**src/rtl/bridge_guard_pkg.sv**
```systemverilog
package bridge_guard_pkg;

    // Phase of the latched-fault clear sequence.
    typedef enum logic [1:0] {
        PH_CLEAR  = 2'd0,   // no fault held
        PH_ARMED  = 2'd1,   // fault held, waiting for hiz request to fall
        PH_PRIMED = 2'd2    // fall seen, a clean rise releases the fault
    } latch_phase_e;

endpackage

```
**src/rtl/bridge_guard_thermal.sv**
```systemverilog
module bridge_guard_thermal #(
    parameter int TEMP_W = 8,
    parameter int SHUT_C = 150,
    parameter int REL_C  = 125,
    parameter int WARN_C = 130
) (
    input  logic              clk,
    input  logic              rst_n,
    input  logic [TEMP_W-1:0] temp_i,
    output logic              hot_o,
    output logic              warn_o
);

    localparam logic [TEMP_W-1:0] SHUT_LIM = TEMP_W'(SHUT_C);
    localparam logic [TEMP_W-1:0] REL_LIM  = TEMP_W'(REL_C);
    localparam logic [TEMP_W-1:0] WARN_LIM = TEMP_W'(WARN_C);

    typedef struct packed {
        logic tripped;
    } tstate_t;

    tstate_t q, d;
    logic    at_shut;
    logic    at_rel;

    always_comb begin
        at_shut = (temp_i >= SHUT_LIM);
        at_rel  = (temp_i <= REL_LIM);
        d       = q;
        if (at_shut) begin
            d.tripped = 1'b1;
        end else if (at_rel) begin
            d.tripped = 1'b0;
        end
    end

    always_ff @(posedge clk or negedge rst_n) begin
        if (!rst_n) begin
            q <= '0;
        end else begin
            q <= d;
        end
    end

    // Trip acts in the cycle the code arrives; hysteresis holds it after.
    assign hot_o  = at_shut | q.tripped;
    assign warn_o = (temp_i >= WARN_LIM);

endmodule

```
**src/rtl/bridge_guard_supply.sv**
```systemverilog
module bridge_guard_supply #(
    parameter int SUP_W      = 10,
    parameter int UV_CODE    = 70,
    parameter int SETTLE_CYC = 16
) (
    input  logic             clk,
    input  logic             rst_n,
    input  logic [SUP_W-1:0] supply_i,
    output logic             ok_o
);

    localparam int               CW      = $clog2(SETTLE_CYC + 1);
    localparam logic [SUP_W-1:0] UV_LIM  = SUP_W'(UV_CODE);
    localparam logic [CW-1:0]    CNT_TOP = CW'(SETTLE_CYC);

    typedef struct packed {
        logic [CW-1:0] valid_cnt;
    } sstate_t;

    sstate_t q, d;
    logic    under;
    logic    settled;

    always_comb begin
        under   = (supply_i < UV_LIM);
        settled = (q.valid_cnt == CNT_TOP);
        d       = q;
        if (under) begin
            d.valid_cnt = '0;
        end else if (!settled) begin
            d.valid_cnt = q.valid_cnt + 1'b1;
        end
    end

    always_ff @(posedge clk or negedge rst_n) begin
        if (!rst_n) begin
            q <= '0;
        end else begin
            q <= d;
        end
    end

    assign ok_o = settled & ~under;

endmodule

```
**src/rtl/bridge_guard_latch.sv**
```systemverilog
module bridge_guard_latch #(
    parameter bit RETRY_EN  = 1'b0,
    parameter int RETRY_CYC = 40
) (
    input  logic clk,
    input  logic rst_n,
    input  logic cause_i,
    input  logic hiz_n_i,
    output logic latched_o
);
    import bridge_guard_pkg::*;

    localparam int            RW      = $clog2(RETRY_CYC + 1);
    localparam logic [RW-1:0] RT_LAST = RW'(RETRY_CYC - 1);

    typedef struct packed {
        latch_phase_e  phase;
        logic          hiz_prev;
        logic [RW-1:0] rtmr;
    } lstate_t;

    lstate_t q, d;
    logic    fell;
    logic    rose;
    logic    held;
    logic    retry_due;

    always_comb begin
        d          = q;
        d.hiz_prev = hiz_n_i;
        fell       = q.hiz_prev & ~hiz_n_i;
        rose       = ~q.hiz_prev & hiz_n_i;
        held       = (q.phase != PH_CLEAR);
        retry_due  = RETRY_EN && held && (q.rtmr == RT_LAST);

        // Retry interval timer, counting only while a fault is held.
        if (RETRY_EN && held) begin
            d.rtmr = retry_due ? '0 : q.rtmr + 1'b1;
        end else begin
            d.rtmr = '0;
        end

        unique case (q.phase)
            PH_CLEAR:  if (cause_i) d.phase = PH_ARMED;
            PH_ARMED:  if (fell)    d.phase = PH_PRIMED;
            PH_PRIMED: if (rose)    d.phase = cause_i ? PH_ARMED : PH_CLEAR;
            default:                d.phase = PH_ARMED;
        endcase

        if (retry_due && !cause_i) begin
            d.phase = PH_CLEAR;
        end
    end

    always_ff @(posedge clk or negedge rst_n) begin
        if (!rst_n) begin
            q <= '{phase: PH_CLEAR, hiz_prev: 1'b0, rtmr: '0};
        end else begin
            q <= d;
        end
    end

    assign latched_o = (q.phase != PH_CLEAR);

endmodule

```
**src/rtl/bridge_guard.sv**
```systemverilog
module bridge_guard #(
    parameter int NUM_HB     = 4,
    parameter int CUR_W      = 8,
    parameter int TEMP_W     = 8,
    parameter int SUP_W      = 10,
    parameter int OC_LIMIT   = 220,
    parameter int WARN_C     = 130,
    parameter int SHUT_C     = 150,
    parameter int HYST_C     = 25,
    parameter int UV_CODE    = 70,
    parameter int SETTLE_CYC = 16,
    parameter bit RETRY_EN   = 1'b0,
    parameter int RETRY_CYC  = 40
) (
    input  logic                    clk,
    input  logic                    rst_n,
    input  logic                    run_i,
    input  logic                    hiz_n_i,
    input  logic [NUM_HB*CUR_W-1:0] cur_code_i,
    input  logic [TEMP_W-1:0]       temp_code_i,
    input  logic [SUP_W-1:0]        supply_code_i,
    output logic                    drive_en_o,
    output logic                    fault_n_o,
    output logic                    twarn_n_o
);

    localparam int               REL_C  = SHUT_C - HYST_C;
    localparam logic [CUR_W-1:0] OC_LIM = CUR_W'(OC_LIMIT);

    logic [NUM_HB-1:0] oc_hb;
    logic              over_cur;
    logic              hot;
    logic              warn;
    logic              supply_ok;
    logic              cause;
    logic              latched;

    // One comparator per half bridge.
    for (genvar g = 0; g < NUM_HB; g++) begin : g_oc
        assign oc_hb[g] = (cur_code_i[g*CUR_W +: CUR_W] >= OC_LIM);
    end

    assign over_cur = |oc_hb;

    bridge_guard_thermal #(
        .TEMP_W (TEMP_W),
        .SHUT_C (SHUT_C),
        .REL_C  (REL_C),
        .WARN_C (WARN_C)
    ) u_thermal (
        .clk    (clk),
        .rst_n  (rst_n),
        .temp_i (temp_code_i),
        .hot_o  (hot),
        .warn_o (warn)
    );

    bridge_guard_supply #(
        .SUP_W      (SUP_W),
        .UV_CODE    (UV_CODE),
        .SETTLE_CYC (SETTLE_CYC)
    ) u_supply (
        .clk      (clk),
        .rst_n    (rst_n),
        .supply_i (supply_code_i),
        .ok_o     (supply_ok)
    );

    assign cause = over_cur | hot;

    bridge_guard_latch #(
        .RETRY_EN  (RETRY_EN),
        .RETRY_CYC (RETRY_CYC)
    ) u_latch (
        .clk       (clk),
        .rst_n     (rst_n),
        .cause_i   (cause),
        .hiz_n_i   (hiz_n_i),
        .latched_o (latched)
    );

    // Zero-cycle cut: live causes act before the latch registers them.
    assign drive_en_o = supply_ok & run_i & hiz_n_i & ~cause & ~latched;
    assign fault_n_o  = ~(cause | latched);
    assign twarn_n_o  = ~warn;

endmodule

```
**config.mk**
```make
export PLATFORM = sky130hd
export DESIGN_NAME = bridge_guard
export DESIGN_NICKNAME = d
export VERILOG_FILES = /design/src/rtl/bridge_guard_pkg.sv /design/src/rtl/bridge_guard_thermal.sv /design/src/rtl/bridge_guard_supply.sv /design/src/rtl/bridge_guard_latch.sv /design/src/rtl/bridge_guard.sv
export SDC_FILE = /design/constraint.sdc
export NUM_CORES = 1
export LEC_CHECK = 0
export CORE_ASPECT_RATIO = 1.4
export CORE_MARGIN = 2
export CORE_UTILIZATION = 28
export CTS_CLUSTER_DIAMETER = 150
export DETAILED_ROUTE_END_ITERATION = 10
export PLACE_DENSITY = 0.84
export SKIP_CTS_REPAIR_TIMING = 1
export SLEW_MARGIN = 20
export SYNTH_ARGS = -nofsm -noshare
export SYNTH_HDL_FRONTEND = slang
export SYNTH_SLANG_ARGS = --single-unit
```
**constraint.sdc**
```tcl
create_clock -name clk -period 2.8 [get_ports clk]
set_input_delay 0.84 -clock clk [delete_from_list [all_inputs] [get_ports clk]]
set_output_delay 0.84 -clock clk [all_outputs]
set_load 0.02 [all_outputs]
```
==> flow_summary.ini <==
[timing]
hold_ws_ns = 0.525
fmax_mhz = 353
finClkSkew_ns = 0.00312
drv_slew = 0
maxSlewHeadroom_pct = 74.2
finalCritPeriodShare_pct = 101
final-hold-violation-count = 0
postLayoutSetupSlackWorst_ns = -0.0304
min_period_ns = 2.83
worst_pin_slew_ns = 0.386
setup_viol = 1
rsz0062_at_grt = true

[clocking]
clockBufferDepth = 2
cts_buffers = 3
clkLatencyLatePin_ns = 0.25
cts_tree = yes
cts-root-buf = clkbuf_4
cts.reportedPaths.clkPinSlew_ns = 0.05
h-tree-depth = 1
clock_sinks = 9

[detailed_routing]
avgViaCountPerCell = 4.87
ant_nets = 0
drt-pass1-iter-count = 3
drc = 0
finalWirelength_mm = 1.90
first_iter_violations = 8
via_count = 682
routedWlPerCell_um = 13.6

[global_route]
grt_usage_pct = 16.4
grt_pass1_wl_mm = 3.15
grt_pass1_vias = 701
grt_overflow = 0
antenna_found_initial = 0
grt_max_degree = 10

[placement]
io_buffers = 46
gp_congestion = 0.930
hpwl_mm = 1.56
pre_cts_slack_ns = -0.894

[setup_path]
start_kind = input port
path_class = input port to primary output
critPathTopFamily = compound AO/OA/AOI/OAI gates
cp.arrival_ns = 1.99
critPathCaptureType = primary output
crit_required_ns = 1.96
crit_slowest_cell = a2111o_1
crit_fanout = 2
worstSetupPathDepth = 5
rr_worst_depth = 7
path_buf_inv = 2
worstPathCellList = clkbuf_2 > a2111o_1 > a2111oi_4 > nor4b_4 > buf_4
critPathMaxStageDelay_ns = 0.44

[power_and_ir_drop]
power_uw = 505
peakVddDrop_mv = 0.472
p_leak_nw = 0.668
powerDensity_nw_per_um2 = 437

[layout]
final_common_cell = dlymetal6s2s_1
nFillCells = 154
fin_nets = 176
antenna_cells = 0
most-common-layout-cells = dlymetal6s2s_1 (23), clkbuf_2 (14), dfrtp_1 (9), buf_4 (8)
syn2layout_area_growth_pct = 105
layout-drive-gt1-share_pct = 28.6

[yosys]
synth.area.top_cells = dfrtp_1 (40%), a31oi_1 (5.6%), nand3_1 (5.3%)
ys_seq_elements = 9
yosysTopAreaCell = dfrtp_1
synth_nets = 119
ys_types = 22
syn_area_um2 = 563
seq_area_frac_synth_pct = 40.0
synth-warning-count = 0
synth.avg_cell_area_um2 = 8.94
syn_inst = 63
synth_top_area_share_pct = 40.0

[hold_path]
holdPathStages = 1
worst_hold_path_type = register to register

[floorplanning]
core_region_area_um2 = 1930
die_x_um = 41.9
die-area_um2 = 2390
rows = 19
ios = 57
die_h_um = 57.1
start_util_pct = 29.2

[run]
drv_cap = 0

[run_status]
status = finished with violations
violations = setup timing
kinds of logic after synthesis:
kind of cell / after synthesis / synth area share [%]
adder cells (fa/ha/maj): 2 / 4.44
multiplexers: 1 / 1.78
AO/OA/AOI/OAI: 12 / 17.6
buffers and inverters: 3 / 2.00
XOR/XNOR: 4 / 6.22
flip-flops: 9 / 40.0
AND/OR/NAND/NOR: 32 / 28.0
Yosys cell counts:
cell type  number
nand2b_1        1
a2111o_1        1
xor2_1          2
nand4bb_1       1
nand4_1         1
nor2b_1         2
o21ai_0         3
nor2_1          8
dfrtp_1         9
nand3_1         6
o22ai_1         1
nor4_1          2
mux2i_1         1
a2111oi_4       1
nor3_1          2
nand2_1         8
ha_1            2
a31oi_1         5
inv_1           3
nor4b_1         1
xnor2_1         2
o21a_1          1
layout make-up:
| cell class | count | area (µm²) | area share (%) |
|---|---|---|---|
| Timing Repair Buffer | 52 | 488 | 42.3 |
| Multi-Input combinational cell | 51 | 378 | 32.7 |
| Sequential cell | 9 | 225 | 19.5 |
| Clock buffer | 4 | 26.3 | 2.28 |
| Tap cell | 21 | 26.3 | 2.28 |
| Inverter | 3 | 11.3 | 0.975 |
layer usage:
layer	part of all wire, %	GRT usage, %
met2	50	29.5
met5	0	0
met4	0.89	0
met3	12	8.54
met1	37	18.3
registers in the layout, summed over array words and instances (netlist names):
signal,cells
u_thermal.q,1
u_latch.q,3
u_supply.q,5
metrics by stage:
stage | cell area [µm²] | std cells | util (%) | TNS, ns
6_report | 1150 | 140 | 60.0 | -0.0304
5_1_grt | 1150 | 140 | 60.0 | -0.0837
4_1_cts | 1130 | 140 | 58.5 | -2.12
3_5_place_dp | 1100 | 136 | 57.2 | -2.10
3_3_place_gp | 1100 | 136 | 57.2 | -1.98
2_1_floorplan | 569 | 63 | - | 0
power by group:
part | total [mW] | switching, mW | internal (mW)
Sequential | 0.211 | 0.0384 | 0.172
Clock | 0.0941 | 0.0396 | 0.0545
Combinational | 0.200 | 0.0880 | 0.112
Total | 0.505 | 0.166 | 0.339
path summary, 6_finish.rpt:
path | start | to | slack [ns]
hold reg to reg | u_thermal.q | u_thermal.q | 0.53
hold / removal | u_thermal.q | u_thermal.q | 0.53
min in group asynchronous | rst_n | u_supply.q[4] | 0.88
max in group asynchronous | rst_n | u_supply.q[3] | 1.65
setup / recovery | supply_code_i[2] | drive_en_o | -0.03
setup reg to reg | u_supply.q[0] | u_supply.q[1] | 1.37
No activity file was read; power rests on OpenSTA's default activity.
